File: src/rtl/swm_pkg.sv
package swm_pkg;
  localparam int unsigned TW    = 16;
  localparam int unsigned REG_W = 8;

  typedef struct packed {
    logic [TW-1:0] rst_low;
    logic [TW-1:0] pres_smp;
    logic [TW-1:0] rst_rec;
    logic [TW-1:0] slot;
    logic [TW-1:0] w1_low;
    logic [TW-1:0] w0_low;
    logic [TW-1:0] rd_low;
    logic [TW-1:0] rd_smp;
    logic [TW-1:0] resp_win;
  } swm_timing_t;

  typedef enum logic [1:0] {OP_BREAK, OP_WRITE, OP_READ} swm_op_e;
  typedef enum logic [2:0] {S_IDLE, S_RST, S_SLOT, S_HWAIT, S_HMEAS, S_HEND} swm_st_e;

  localparam logic [4:0] A_REV  = 5'h00;
  localparam logic [4:0] A_TX   = 5'h04;
  localparam logic [4:0] A_RX   = 5'h08;
  localparam logic [4:0] A_CTRL = 5'h0C;
  localparam logic [4:0] A_FLAG = 5'h10;

  localparam int unsigned B_SINGLE = 7;
  localparam int unsigned B_IE     = 6;
  localparam int unsigned B_CLKEN  = 5;
  localparam int unsigned B_GO     = 4;
  localparam int unsigned B_PRES   = 3;
  localparam int unsigned B_INIT   = 2;
  localparam int unsigned B_DIR    = 1;
  localparam int unsigned B_MODE   = 0;

  localparam int unsigned F_TX  = 2;
  localparam int unsigned F_RX  = 1;
  localparam int unsigned F_TMO = 0;

  // defaults sized for a 100 MHz clock
  localparam swm_timing_t SWM_HDQ_DEF = '{
    rst_low: 16'd19000, pres_smp: 16'd2000, rst_rec: 16'd4000,
    slot: 16'd19000, w1_low: 16'd4000, w0_low: 16'd10000,
    rd_low: 16'd100, rd_smp: 16'd6500, resp_win: 16'd32000};
  localparam swm_timing_t SWM_OW_DEF = '{
    rst_low: 16'd48000, pres_smp: 16'd7000, rst_rec: 16'd48000,
    slot: 16'd6500, w1_low: 16'd600, w0_low: 16'd6000,
    rd_low: 16'd600, rd_smp: 16'd1300, resp_win: 16'd6500};
endpackage

File: src/rtl/swm_regs.sv
module swm_regs
  import swm_pkg::*;
#(
  parameter int unsigned ADDR_W    = 5,
  parameter logic [3:0]  REV_MAJOR = 4'd1,
  parameter logic [3:0]  REV_MINOR = 4'd0
) (
  input  logic              clk_i,
  input  logic              rst_ni,
  input  logic              wr_i,
  input  logic              rd_i,
  input  logic [ADDR_W-1:0] addr_i,
  input  logic [REG_W-1:0]  wdata_i,
  output logic [REG_W-1:0]  rdata_o,
  output logic              irq_o,
  output logic              clken_o,
  output logic              start_o,
  output swm_op_e           op_o,
  output logic              single_o,
  output logic              mode_o,
  output logic [REG_W-1:0]  tx_o,
  input  logic              busy_i,
  input  logic              tx_done_i,
  input  logic              rx_done_i,
  input  logic              tmo_i,
  input  logic              pres_i,
  input  logic [REG_W-1:0]  rx_i
);
  logic [REG_W-1:0] tx_q, rx_q;
  logic single_q, ie_q, clken_q, init_q, dir_q, mode_q;
  logic [2:0] flags_q, flag_set;
  logic sel_tx, sel_ctrl, sel_flag, ctrl_wr, flag_clr, any_done;
  logic unused_wbit;

  assign sel_tx   = addr_i == ADDR_W'(A_TX);
  assign sel_ctrl = addr_i == ADDR_W'(A_CTRL);
  assign sel_flag = addr_i == ADDR_W'(A_FLAG);
  assign ctrl_wr  = wr_i && sel_ctrl && !busy_i;
  assign flag_clr = rd_i && sel_flag;
  assign any_done = tx_done_i | rx_done_i | tmo_i;
  assign unused_wbit = wdata_i[B_PRES];

  assign start_o  = ctrl_wr && wdata_i[B_GO] && wdata_i[B_CLKEN];
  assign op_o     = wdata_i[B_INIT] ? OP_BREAK : (wdata_i[B_DIR] ? OP_READ : OP_WRITE);
  assign single_o = wdata_i[B_SINGLE];
  assign mode_o   = wdata_i[B_MODE];
  assign tx_o     = tx_q;
  assign clken_o  = clken_q;

  assign flag_set = {tx_done_i, rx_done_i, tmo_i};

  always_ff @(posedge clk_i or negedge rst_ni) begin
    if (!rst_ni) begin
      tx_q <= '0; rx_q <= '0; flags_q <= '0;
      single_q <= 1'b0; ie_q <= 1'b0; clken_q <= 1'b0;
      init_q <= 1'b0; dir_q <= 1'b0; mode_q <= 1'b0;
    end else begin
      if (wr_i && sel_tx) tx_q <= wdata_i;
      if (rx_done_i) rx_q <= rx_i;
      flags_q <= (flag_clr ? 3'b000 : flags_q) | flag_set;
      if (any_done) init_q <= 1'b0;
      if (ctrl_wr) begin
        single_q <= wdata_i[B_SINGLE];
        ie_q     <= wdata_i[B_IE];
        clken_q  <= wdata_i[B_CLKEN];
        init_q   <= wdata_i[B_INIT];
        dir_q    <= wdata_i[B_DIR];
        mode_q   <= wdata_i[B_MODE];
      end
    end
  end

  always_comb begin
    rdata_o = '0;
    unique case (addr_i)
      ADDR_W'(A_REV):  rdata_o = {REV_MAJOR, REV_MINOR};
      ADDR_W'(A_TX):   rdata_o = tx_q;
      ADDR_W'(A_RX):   rdata_o = rx_q;
      ADDR_W'(A_CTRL): rdata_o = {single_q, ie_q, clken_q, busy_i, pres_i, init_q, dir_q, mode_q};
      ADDR_W'(A_FLAG): rdata_o = {{(REG_W-3){1'b0}}, flags_q};
      default:         rdata_o = '0;
    endcase
  end

  assign irq_o = ie_q && (flags_q != 3'b000);


  go_ignored_chk: assert property (@(posedge clk_i) disable iff (!rst_ni)
    (wr_i && sel_ctrl && !busy_i && wdata_i[B_GO] && !wdata_i[B_CLKEN]) |=> !busy_i);


  flag_clear_chk: assert property (@(posedge clk_i) disable iff (!rst_ni)
    (flag_clr && !any_done) |=> (rdata_o == '0 || !sel_flag) && !irq_o);
endmodule

File: src/rtl/swm_engine.sv
module swm_engine
  import swm_pkg::*;
#(
  parameter swm_timing_t HDQ_T  = SWM_HDQ_DEF,
  parameter swm_timing_t OW_T   = SWM_OW_DEF,
  parameter int unsigned BYTE_W = 8
) (
  input  logic              clk_i,
  input  logic              rst_ni,
  input  logic              start_i,
  input  swm_op_e           op_i,
  input  logic              single_i,
  input  logic              mode_i,
  input  logic [BYTE_W-1:0] tx_i,
  input  logic              line_i,
  output logic              busy_o,
  output logic              line_oe_o,
  output logic              tx_done_o,
  output logic              rx_done_o,
  output logic              tmo_o,
  output logic              pres_o,
  output logic [BYTE_W-1:0] rx_o
);
  localparam int unsigned IDX_W = $clog2(BYTE_W);
  localparam int unsigned CW    = TW + 1;

  swm_st_e st_q;
  swm_op_e op_q;
  logic [CW-1:0] cnt_q;
  logic [IDX_W-1:0] idx_q;
  logic single_q, mode_q, pres_q;
  logic [BYTE_W-1:0] tx_sh, rx_sh;
  swm_timing_t tm;
  logic [TW-1:0] low_len;
  logic [CW-1:0] rst_smp, rst_end, slot_end, win_end;
  logic last_bit;

  assign tm       = mode_q ? OW_T : HDQ_T;
  assign rst_smp  = CW'(tm.rst_low) + CW'(tm.pres_smp);
  assign rst_end  = CW'(tm.rst_low) + CW'(tm.rst_rec) - CW'(1);
  assign slot_end = CW'(tm.slot) - CW'(1);
  assign win_end  = CW'(tm.resp_win) - CW'(1);
  assign last_bit = single_q || (idx_q == IDX_W'(BYTE_W - 1));

  always_comb begin
    if (op_q == OP_READ) low_len = tm.rd_low;
    else if (tx_sh[0])   low_len = tm.w1_low;
    else                 low_len = tm.w0_low;
  end

  always_comb begin
    unique case (st_q)
      S_RST:   line_oe_o = cnt_q < CW'(tm.rst_low);
      S_SLOT:  line_oe_o = cnt_q < CW'(low_len);
      default: line_oe_o = 1'b0;
    endcase
  end

  assign busy_o = st_q != S_IDLE;
  assign pres_o = pres_q;
  assign rx_o   = single_q ? {{(BYTE_W-1){1'b0}}, rx_sh[BYTE_W-1]} : rx_sh;

  always_ff @(posedge clk_i or negedge rst_ni) begin
    if (!rst_ni) begin
      st_q <= S_IDLE; op_q <= OP_WRITE; cnt_q <= '0; idx_q <= '0;
      single_q <= 1'b0; mode_q <= 1'b0; pres_q <= 1'b0;
      tx_sh <= '0; rx_sh <= '0;
      tx_done_o <= 1'b0; rx_done_o <= 1'b0; tmo_o <= 1'b0;
    end else begin
      tx_done_o <= 1'b0;
      rx_done_o <= 1'b0;
      tmo_o     <= 1'b0;
      unique case (st_q)
        S_IDLE: if (start_i) begin
          op_q <= op_i; single_q <= single_i; mode_q <= mode_i;
          tx_sh <= tx_i; rx_sh <= '0; cnt_q <= '0; idx_q <= '0;
          unique case (op_i)
            OP_BREAK: st_q <= S_RST;
            OP_WRITE: st_q <= S_SLOT;
            default:  st_q <= mode_i ? S_SLOT : S_HWAIT;
          endcase
        end
        S_RST: begin
          cnt_q <= cnt_q + CW'(1);
          if (cnt_q == rst_smp) pres_q <= ~line_i;
          if (cnt_q == rst_end) begin
            st_q  <= S_IDLE;
            tmo_o <= 1'b1;
          end
        end
        S_SLOT: begin
          cnt_q <= cnt_q + CW'(1);
          if (op_q == OP_READ && cnt_q == CW'(tm.rd_smp))
            rx_sh <= {line_i, rx_sh[BYTE_W-1:1]};
          if (cnt_q == slot_end) begin
            if (last_bit) begin
              st_q <= S_IDLE;
              if (op_q == OP_READ) rx_done_o <= 1'b1;
              else                 tx_done_o <= 1'b1;
            end else begin
              idx_q <= idx_q + IDX_W'(1);
              cnt_q <= '0;
              tx_sh <= tx_sh >> 1;
            end
          end
        end
        S_HWAIT: begin
          if (!line_i) begin
            st_q <= S_HMEAS; cnt_q <= '0;
          end else if (cnt_q == win_end) begin
            st_q <= S_IDLE; tmo_o <= 1'b1;
          end else cnt_q <= cnt_q + CW'(1);
        end
        S_HMEAS: begin
          cnt_q <= cnt_q + CW'(1);
          if (cnt_q == CW'(tm.rd_smp)) begin
            rx_sh <= {line_i, rx_sh[BYTE_W-1:1]};
            st_q  <= S_HEND;
            cnt_q <= '0;
          end
        end
        S_HEND: begin
          if (line_i) begin
            cnt_q <= '0;
            if (last_bit) begin
              st_q <= S_IDLE; rx_done_o <= 1'b1;
            end else begin
              st_q <= S_HWAIT; idx_q <= idx_q + IDX_W'(1);
            end
          end else if (cnt_q == win_end) begin
            st_q <= S_IDLE; tmo_o <= 1'b1;
          end else cnt_q <= cnt_q + CW'(1);
        end
        default: st_q <= S_IDLE;
      endcase
    end
  end


  one_done_chk: assert property (@(posedge clk_i) disable iff (!rst_ni)
    $fell(busy_o) |-> $onehot({tx_done_o, rx_done_o, tmo_o}));


  start_idle_chk: assert property (@(posedge clk_i) disable iff (!rst_ni)
    start_i |-> !busy_o);


  oe_busy_chk: assert property (@(posedge clk_i) disable iff (!rst_ni)
    line_oe_o |-> busy_o);
endmodule

File: src/rtl/swm_top.sv
module swm_top
  import swm_pkg::*;
#(
  parameter int unsigned ADDR_W    = 5,
  parameter logic [3:0]  REV_MAJOR = 4'd1,
  parameter logic [3:0]  REV_MINOR = 4'd0,
  parameter int unsigned SYNC_N    = 2,
  parameter swm_timing_t HDQ_T     = SWM_HDQ_DEF,
  parameter swm_timing_t OW_T      = SWM_OW_DEF
) (
  input  logic              clk_i,
  input  logic              rst_ni,
  input  logic              reg_wr_i,
  input  logic              reg_rd_i,
  input  logic [ADDR_W-1:0] reg_addr_i,
  input  logic [7:0]        reg_wdata_i,
  output logic [7:0]        reg_rdata_o,
  output logic              irq_o,
  input  logic              line_i,
  output logic              line_oe_o
);
  logic [SYNC_N-1:0] sync_q;
  logic line_s, clken, start, single, mode, busy, tx_done, rx_done, tmo, pres;
  swm_op_e op;
  logic [REG_W-1:0] tx_byte, rx_byte;

  always_ff @(posedge clk_i or negedge rst_ni) begin
    if (!rst_ni) sync_q <= '1;
    else         sync_q <= {sync_q[SYNC_N-2:0], line_i};
  end
  assign line_s = sync_q[SYNC_N-1];

  swm_regs #(.ADDR_W(ADDR_W), .REV_MAJOR(REV_MAJOR), .REV_MINOR(REV_MINOR)) u_regs (
    .clk_i, .rst_ni,
    .wr_i(reg_wr_i), .rd_i(reg_rd_i), .addr_i(reg_addr_i),
    .wdata_i(reg_wdata_i), .rdata_o(reg_rdata_o), .irq_o,
    .clken_o(clken), .start_o(start), .op_o(op), .single_o(single),
    .mode_o(mode), .tx_o(tx_byte), .busy_i(busy), .tx_done_i(tx_done),
    .rx_done_i(rx_done), .tmo_i(tmo), .pres_i(pres), .rx_i(rx_byte)
  );

  swm_engine #(.HDQ_T(HDQ_T), .OW_T(OW_T), .BYTE_W(REG_W)) u_engine (
    .clk_i, .rst_ni,
    .start_i(start), .op_i(op), .single_i(single), .mode_i(mode),
    .tx_i(tx_byte), .line_i(line_s), .busy_o(busy), .line_oe_o,
    .tx_done_o(tx_done), .rx_done_o(rx_done), .tmo_o(tmo),
    .pres_o(pres), .rx_o(rx_byte)
  );


  idle_when_off_chk: assert property (@(posedge clk_i) disable iff (!rst_ni)
    !clken |-> !line_oe_o);
endmodule

File: config.mk
export PLATFORM = sky130hd
export DESIGN_NAME = swm_top
export DESIGN_NICKNAME = d
export VERILOG_FILES = /design/src/rtl/swm_pkg.sv /design/src/rtl/swm_regs.sv /design/src/rtl/swm_engine.sv /design/src/rtl/swm_top.sv
export SDC_FILE = /design/constraint.sdc
export NUM_CORES = 1
export LEC_CHECK = 0
export BUFFER_PORTS_ARGS = -buffer_cell sky130_fd_sc_hd__buf_2
export CAP_MARGIN = 10
export CORE_MARGIN = 3
export CORE_UTILIZATION = 66
export CTS_CLUSTER_DIAMETER = 40
export DETAILED_ROUTE_END_ITERATION = 16
export HOLD_SLACK_MARGIN = 0.08
export PLACE_DENSITY = 0.88
export SYNTH_ARGS = -nofsm -noshare
export SYNTH_HDL_FRONTEND = slang
export SYNTH_SLANG_ARGS = --single-unit
File: constraint.sdc
create_clock -name clk_i -period 8.45 [get_ports clk_i]
set_input_delay 0.4225 -clock clk_i [delete_from_list [all_inputs] [get_ports clk_i]]
set_output_delay 0.4225 -clock clk_i [all_outputs]
set_load 0.02 [all_outputs]
# After elaboration in Yosys (flattened, before gate mapping)
# Cells that the tools add are included.
# classes
add_sub_neg	7
n_lt_le_gt_ge	2
n_eq_ne	25
muxes	59
bitwise_logic	4
n_reduce_logical	27
# op_table
operator	count
two-way mux 144 bit	1
two-way mux 17 bit	7
one-hot mux 17 bit (6 select lines)	1
equality test 17 bit	4
two-way mux 8 bit	7
one-hot mux 8 bit (5 select lines)	1
two-way mux 3 bit	13
adder 16 x 16 -> 17 bit	2
less-than comparator 17 x 16 -> 1 bit	2
subtractor 16 x 1 -> 17 bit (second input constant)	2
two-way mux 16 bit	2
one-hot mux 8 bit (3 select lines)	1
one-hot mux 3 bit (6 select lines)	1
adder 17 x 1 -> 17 bit (second input constant)	1
equality test 17 x 16 -> 1 bit	1
subtractor 17 x 1 -> 17 bit (second input constant)	1
two-way mux 1 bit	16
one-hot mux 8 bit (2 select lines)	1
AND reduction 4 bit	3
nonzero test 3 bit	4
equality test 5 x 4 -> 1 bit (second input constant)	2
!= test 2 x 1 -> 1 bit (second input constant)	5
equality test 3 bit (second input constant)	3
one-hot mux 3 bit (3 select lines)	1
other kinds (25)	42
# totals
register_bits	74
inputBits	18
out_inout_bits	10
word_cells	146

# Logic depth before layout (Yosys ltp)
# Gate-level depths: netlist of run 1.
# logic_depth
ltp_word	7
mapped_depth	11
depth_no_buf	10

# Cells and area by module
# A second synthesis of run 1 with hierarchy kept.
# unflattened
hier_cells	489
area_unflattened_um2	4740.8
# modules_own_cells
module	n_inst	cells_per_inst	area_per_inst_um2	seq_area_each_um2
swm_engine	1	394	3428.3	1177.4
swm_regs	1	93	1260.0	625.6
swm_top	1	2	52.6	52.6

# Least setup slack after synthesis of run 1
# No wires, ideal clock.
# synth_timing
path_kind	flip-flop to flip-flop
start	register u_engine.mode_q
end	register u_engine.idx_q[0]
arrival_time_ps	2837
required_ps	8325
path_slack_ps	5488
stages_incl_launch_ff	10
n_path_buf	1
period_less_slack_ps	2962
cell_sequence	dfrtp_1 > clkbuf_1 > inv_1 > ha_1 > nand3_1 > or4_4 > nor3_2 > nor2_1 > or3_4 > mux2_2
# synth_via
elab_chain_len	5
# synth_lines
item	line_no	source
start: declaration	swm_engine.sv:31	logic single_q, mode_q, pres_q;
start signal: assignment	swm_engine.sv:75	op_q <= op_i; single_q <= single_i; mode_q <= mode_i;
two-way mux 144 bit	swm_engine.sv:38	assign tm = mode_q ? OW_T : HDQ_T;
subtractor 16 x 1 -> 17 bit	swm_engine.sv:41	assign slot_end = CW'(tm.slot) - CW'(1);
equality test 17 bit	swm_engine.sv:95	if (cnt_q == slot_end) begin
!= test 2 x 1 -> 1 bit (no line)	n/a	
AND reduction 4 bit (no line)	n/a	
end signal: assignment	swm_engine.sv:101	idx_q <= idx_q + IDX_W'(1);
end: declaration	swm_engine.sv:30	logic [IDX_W-1:0] idx_q;
# No other way between the ends.
# A chain may end at the register's enable or synchronous reset.

# Worst setup path after layout of run 1
# layout_timing
start	register u_engine.mode_q
end	register u_engine.cnt_q[14]
# layout_via
elab_chain_len	6
elab_cells_between_ends	12
# layout_lines
item	line_no	source
two-way mux 144 bit (*)	swm_engine.sv:38	
subtractor 16 x 1 -> 17 bit	swm_engine.sv:42	assign win_end = CW'(tm.resp_win) - CW'(1);
equality test 17 bit	swm_engine.sv:110, swm_engine.sv:130	
two-way mux 17 bit	n/a	
two-way mux 17 bit (on tied branches)	n/a	
one-hot mux 17 bit (6 select lines) (*)	swm_engine.sv:73	unique case (st_q)
end signal: assignment	swm_engine.sv:112	end else cnt_q <= cnt_q + CW'(1);
end signal: assignment	swm_engine.sv:115	cnt_q <= cnt_q + CW'(1);
end signal: assignment	swm_engine.sv:132	end else cnt_q <= cnt_q + CW'(1);
end: declaration	swm_engine.sv:29	logic [CW-1:0] cnt_q;
# Every way passes the cells marked *; elsewhere a longest branch is shown, timed or not.

==> metrics.txt, run 1 <==
count of cell types in the netlist=around 70; CTS clock-pin slew for the worst setup and hold paths=~0.080 ns; post-CTS sizing=0; first-pass GRT wire length=19800 um; drt via density=around 6.7; Fillers=~500; Hold Startpoint=line_i; H-tree Lvls=3; detailed placement HPWL=8530 um; Antenna Violating Nets Remaining=0; Synth Instances=approximately 500; Psw=0.562 mW; Seq/Total Area, Yosys=0.395; Cells after DPL=605; r2r setup slk=between 4 and 5 ns; Least-Margin Pin Slew=1.03 ns; Seq cells post-synth=74; switching share of total power=0.422; DRC viols=0; Final Worst Setup Slack=4.89 ns; io pins=28; Worst EP arrival=3.83 ns; VDD IR-drop max=between 0.2 and 0.25 mV; Final Max Slew Viols=0; Startpoint Class=register; hold depth=1; CTS tree=yes; DR vias=4160; gr ovfl total=0; reg-to-reg startpoint=u_engine.mode_q; part of the power in registers=0.394; Min Clock Period, post-route=3.56 ns; drt initial violations=580; combinational share of power=0.390; Synth Area in Compound Gates=0.205; antenna cells=0; Setup TNS=0 ns; worst skew pair latency=0.35 ns; Avg Cell Area, Syn=about 9.2 um^2; Fin. Hold Viols=0; largest family of logic cells by synthesized area=simple AND/OR/NAND/NOR gates; worst clock skew=0.00810 ns; type of element capturing the critical path=register; pin count of the biggest net entering global routing=75; Lkg Pwr=2.30 nW; DR pass1 iterations=7; most area-consuming cells after synthesis=dfrtp_1 (38%), ha_1 (8.0%), o21ai_0 (5.1%); Routed WL=11900 um; Total Routing Usage GR=0.303; Netlist Area Pre-Place=approximately 0.0047 mm^2; Pint=0.769 mW; maximum buffer depth of the clock tree=2; RSZ-0062 raised after global routing=false; cell row count=30; clock share of power=0.216; Post-CTS Setup Bufs=0; TritonCTS Sinks=74; Yosys warning total=0; R2R Path End=u_engine.cnt_q[14]; XOR/XNOR Fraction of Synth Area=0; Power per Cell Area=263 mW/mm^2; RD Place Congestion=0.964; most frequent cells in the layout=dfrtp_1 (71), nand2_1 (49), o21ai_0 (48); Synth area leader=dfrtp_1; chip width=~90 um; drt wl/cell=around 19 um; Final #Nets=568; die area=roughly 0.0082 mm^2; Mapped Nets=558; hold buffer count at cts=0; initial antenna violation count=0; clock buffer count from CTS=9; Syn-to-layout area delta=7.56%; CP max FO=19; PortBufs=27; Worst Path Required=between 8 and 9 ns; Root Buffer=clkbuf_8; Synth Area in Simple Gates=0.217; Initial Utilization=0.688; # setup viols final=0; layout cell share with drive strength beyond 1=0.158; worst hold path class=input pin to register; status=finished clean; Synth Area in Adders=0.0799; post-synthesis mux area share=0.0623; vias in the first global route=4032; Non-Filler Instances=621; Synth Flop Type=dfrtp_1; post-synth top area share=0.378; Setup Crit Path Kind=register to register; max-cap viol count=0; Async SR Flop Fraction=1.00; Post-synth EDFFs=0; worst reg2reg path depth=8; hold endpoint=sync_q[0]; core area=0.00683 mm^2; die height=90.4 um; commonest non-fill, non-tap cell in the layout=dfrtp_1; fmax=281 MHz; fin crit share=0.422; Slew Limit Headroom=0.310; DP Worst Slack=about 5.0 ns
worst max-delay path: stages, from the launching register on:
cell and delay [ns]:
dfrtp_1 0.70, inv_1 0.34, ha_1 0.42, nand3_1 0.09, or4_4 0.46, nor3_1 0.77
a21o_1 0.34, a2111oi_0 0.14, a211oi_1 0.21
area by class of cell:
cell class / count / area, um^2 / area share
multi-input cells: 388 / 2650 / 0.524
flip-flops and latches: 74 / 1860 / 0.367
repair buffers: 28 / 145 / 0.0287
clock buffers: 10 / 138 / 0.0272
well taps: 96 / 120 / 0.0238
clock inverters: 6 / 75.1 / 0.0148
inverters: 19 / 71.3 / 0.0141
metrics by stage:
| stage | power (mW) | utilization | hold WS [ns] | instance area, um^2 |
|---|---|---|---|---|
| floorplan | 0.893 | - | 0.127 | 4700 |
| global placement | 1.00 | 0.709 | 0.347 | 4840 |
| detailed placement | 1.03 | 0.709 | 0.347 | 4840 |
| CTS | 1.32 | 0.740 | 0.150 | 5060 |
| global route | 1.41 | 0.740 | 0.152 | 5060 |
| finish | 1.33 | 0.740 | 0.162 | 5060 |
routing by layer:
layer / global-route usage / vias to the layer above / wire length, um
met5: 0 / - / 0
met4: 0.129 / 0 / 382
met3: 0.0542 / 54 / 989
met2: 0.493 / 218 / 5640
met1: 0.398 / 1990 / 4920
li1: - / 1898 / -
registers in the layout (all words and copies together) (netlist names), 2 cells and up:
name	cells
u_engine.cnt_q	17
u_engine.rx_sh	8
u_engine.tx_sh	8
u_regs.rx_q	8
u_regs.tx_o	8
u_engine.idx_q	3
u_engine.st_q	3
u_regs.flags_q	3
sync_q	2
u_engine.op_q	2
cell usage after synthesis, types with 2 or more instances:
library cell	instances
o21ba_2	2
nor4_1	5
a22oi_1	9
or2_2	5
a2111oi_0	2
mux2i_1	9
a211o_1	2
and2_1	2
a211oi_1	4
or3_1	4
a22o_1	2
mux2_2	18
buf_1	2
a31oi_1	3
dfstp_2	3
nand2b_1	7
clkbuf_1	21
nand3b_1	10
o21ai_0	48
nor2b_1	7
nor2_1	36
o211ai_1	3
nor4bb_1	2
o31a_1	2
nand2_1	49
o22ai_1	10
nor3_1	7
or4_4	2
nand4_1	7
a21oi_1	15
nand3_1	16
and3_1	6
o32ai_1	2
buf_2	5
a21o_1	19
inv_1	19
o41ai_1	2
nor3b_1	11
or4_1	3
ha_1	30
o311ai_0	2
dfrtp_1	71
kinds of logic after synthesis:
family | count (synthesis)
adders and majority gates | 30
and+or+nand+nor | 187
DFF | 74
muxes | 27
AOI/OAI and AO/OA | 144
buffers and inverters | 48
worst max-delay path by stage:
stage / startpoint / to / slack, ns / cells after the start
final: u_engine.mode_q / u_engine.cnt_q[14] / 4.89 / 8
after detailed placement: u_engine.mode_q / u_engine.cnt_q[14] / 5.03 / 8
after CTS: u_engine.mode_q / line_oe_o / 4.98 / 10
after global routing: u_engine.mode_q / u_engine.cnt_q[14] / 4.73 / 7
after global placement: u_engine.mode_q / u_engine.cnt_q[6] / 5.21 / 7
after floorplan: u_engine.mode_q / u_engine.idx_q[0] / 5.49 / 9
power by group through the flow:
| stage | clock network (mW) | registers, mW | logic (mW) |
|---|---|---|---|
| floorplan | 0 | 0.471 | 0.422 |
| global placement | 0 | 0.520 | 0.484 |
| detailed placement | 0 | 0.526 | 0.507 |
| CTS | 0.291 | 0.520 | 0.513 |
| global route | 0.310 | 0.534 | 0.568 |
| finish | 0.288 | 0.524 | 0.519 |
(Power assumes the default switching activity.)
==> inputs of run 2 (changes only) <==
--- a/config.mk
+++ b/config.mk
@@ -8,11 +8,11 @@
 export BUFFER_PORTS_ARGS = -buffer_cell sky130_fd_sc_hd__buf_2
 export CAP_MARGIN = 10
 export CORE_MARGIN = 3
-export CORE_UTILIZATION = 66
+export CORE_UTILIZATION = 56
 export CTS_CLUSTER_DIAMETER = 40
 export DETAILED_ROUTE_END_ITERATION = 16
 export HOLD_SLACK_MARGIN = 0.08
-export PLACE_DENSITY = 0.88
+export PLACE_DENSITY = 0.8
 export SYNTH_ARGS = -nofsm -noshare
 export SYNTH_HDL_FRONTEND = slang
 export SYNTH_SLANG_ARGS = --single-unit
==> constraint.sdc (replaced) <==
create_clock -name clk_i -period 3.2 [get_ports clk_i]
set_input_delay 0.16 -clock clk_i [delete_from_list [all_inputs] [get_ports clk_i]]
set_output_delay 0.16 -clock clk_i [all_outputs]
set_load 0.02 [all_outputs]
==> run 2 against run 1 <==
Effect of this change: final cell count up 4.8%; critical path depth down 1; die area up 17%; critical endpoint is now u_engine.cnt_q[6]; largest power group is now combinational cells.
==> metrics.txt, run 2 (synthesized netlist as in run 1, its figures left out) <==
worst skew pair latency=around 0.37 ns; Final Worst Setup Slack=0.213 ns; vias in the first global route=3998; first-pass GRT wire length=around 20000 um; pin count of the biggest net entering global routing=75; fmax=between 300 and 400 MHz; Lkg Pwr=around 2.4 nW; Slew Limit Headroom=0.311; Syn-to-layout area delta=11.4%; Final Max Slew Viols=0; type of element capturing the critical path=register; Min Clock Period, post-route=2.99 ns; RD Place Congestion=1.05; core area=0.00793 mm^2; CTS tree=yes; antenna cells=0; Setup TNS=0 ns; Most flops, register=u_engine.cnt_q; Initial Utilization=0.593; Non-Filler Instances=651; max reg flops=17; GR met2 Demand/Resource=0.424; cell row count=32; Post-CTS Setup Bufs=0; drt wl/cell=18.8 um; PortBufs=27; H-tree Lvls=3; RSZ-0062 raised after global routing=false; Crit. Startpoint=u_engine.cnt_q[4]; CTS clock-pin slew for the worst setup and hold paths=0.09 ns; worst reg2reg path depth=7; Fillers=621; # setup viols final=0; Power per Cell Area=672 mW/mm^2; status=finished clean; worst hold path class=input pin to register; io pins=28; Total Routing Usage GR=0.261; gr busiest metal=met2; Worst EP arrival=3.23 ns; Routed WL=12200 um; reg-to-reg startpoint=u_engine.cnt_q[4]; Worst Path Required=around 3.4 ns; Antenna Violating Nets Remaining=0; maximum buffer depth of the clock tree=2; Root Buffer=clkbuf_8; die height=97.6 um; M3 GR Usage=0.0488; R2R Path End=u_engine.cnt_q[6]; TritonCTS Sinks=74; Fin. Hold Viols=0; drt via density=around 6.5; DP Worst Slack=~0.24 ns; most frequent cells in the layout=dfrtp_1 (71), nand2_1 (49), o21ai_0 (48); DRC viols=0; Setup Crit Path Kind=register to register; chip width=97.6 um; fin crit share=0.934; Final Instance Area=0.00524 mm^2; clock buffer count from CTS=9; Least-Margin Pin Slew=1.03 ns; max-cap viol count=0; CP max FO=16; r2r setup slk=roughly 0.21 ns; layout cell share with drive strength beyond 1=0.184; VDD IR-drop max=0.410 mV; Cells after DPL=628; commonest non-fill, non-tap cell in the layout=dfrtp_1; DR vias=4220; gr ovfl total=0; Startpoint Class=register; die area=0.00953 mm^2; worst clock skew=~0.01 ns; CP endpoint=u_engine.cnt_q[6]; Final #Nets=592; initial antenna violation count=0; drt initial violations=466; met1 usage=0.335; Hold Startpoint=reg_wdata_i[1]; detailed placement HPWL=8880 um; DR pass1 iterations=6; Post-DP Area=0.00498 mm^2; overall power=about 3.5 mW
-- run 2: cell count changes in the layout (fill, tap and decap cells not counted), sizes merged --
cell,previous run,this run
buf,28,45
bufinv,1,0
clkbuf,10,9
dlygate4sd3,0,7
inv,20,22
-- run 2: final cells by class --
class                           instances  area (um^2)  share of cell area
Clock inverter                          7         62.6              0.0119
Clock buffer                            9          124              0.0237
Multi-Input combinational cell        388         2650               0.507
Tap cell                              102          128              0.0244
Sequential cell                        74         1860               0.354
Timing Repair Buffer                   52          343              0.0655
Inverter                               19         71.3              0.0136
-- run 2: power by group --
part / switching [mW] / leakage, nW / internal (mW)
Sequential: 0.226 / 0.978 / 1.12
Combinational: 0.891 / 1.34 / 0.587
Clock: 0.396 / 0.0923 / 0.296
-- run 2: worst max-delay path: stages (launching register included) --
cell     delay (ns)
dfrtp_1        0.49
ha_1           0.34
or3b_1         0.39
or4_4          0.44
nor3_1         0.28
o32ai_2        0.29
nor2_1         0.45
o32ai_1        0.17
-- run 2: repair_timing --
item / in CTS / in global routing
endpoints found under the hold margin: 81 / 0
hold buffers: 7 / 0
endpoints found under the setup margin: 0 / 1
resized for setup: 0 / 1
-- run 2: worst min path at each step --
| stage | to | slack [ns] | cells after the start |
|---|---|---|---|
| finish | u_regs.dir_q | 0.11 | 2 |
| global route | u_regs.init_q | 0.10 | 3 |
| CTS | u_regs.init_q | 0.09 | 3 |
| detailed placement | sync_q[0] | 0.27 | 1 |
| global placement | sync_q[0] | 0.27 | 1 |
| floorplan | u_engine.cnt_q[0] | -0.14 | 0 |
-- run 2: through the flow --
step,hold slack [ns],utilization
CTS,0.0920,0.660
global route,0.102,0.661
finish,0.108,0.661
detailed placement,0.267,0.628
global placement,0.270,0.628
floorplan,-0.136,-
-- run 2: per-layer routing --
| metal | up-vias | part of all wire |
|---|---|---|
| li1 | 1956 | - |
| met5 | - | 0 |
| met3 | 58 | 0.071 |
| met2 | 215 | 0.47 |
| met1 | 1991 | 0.42 |
| met4 | 0 | 0.037 |
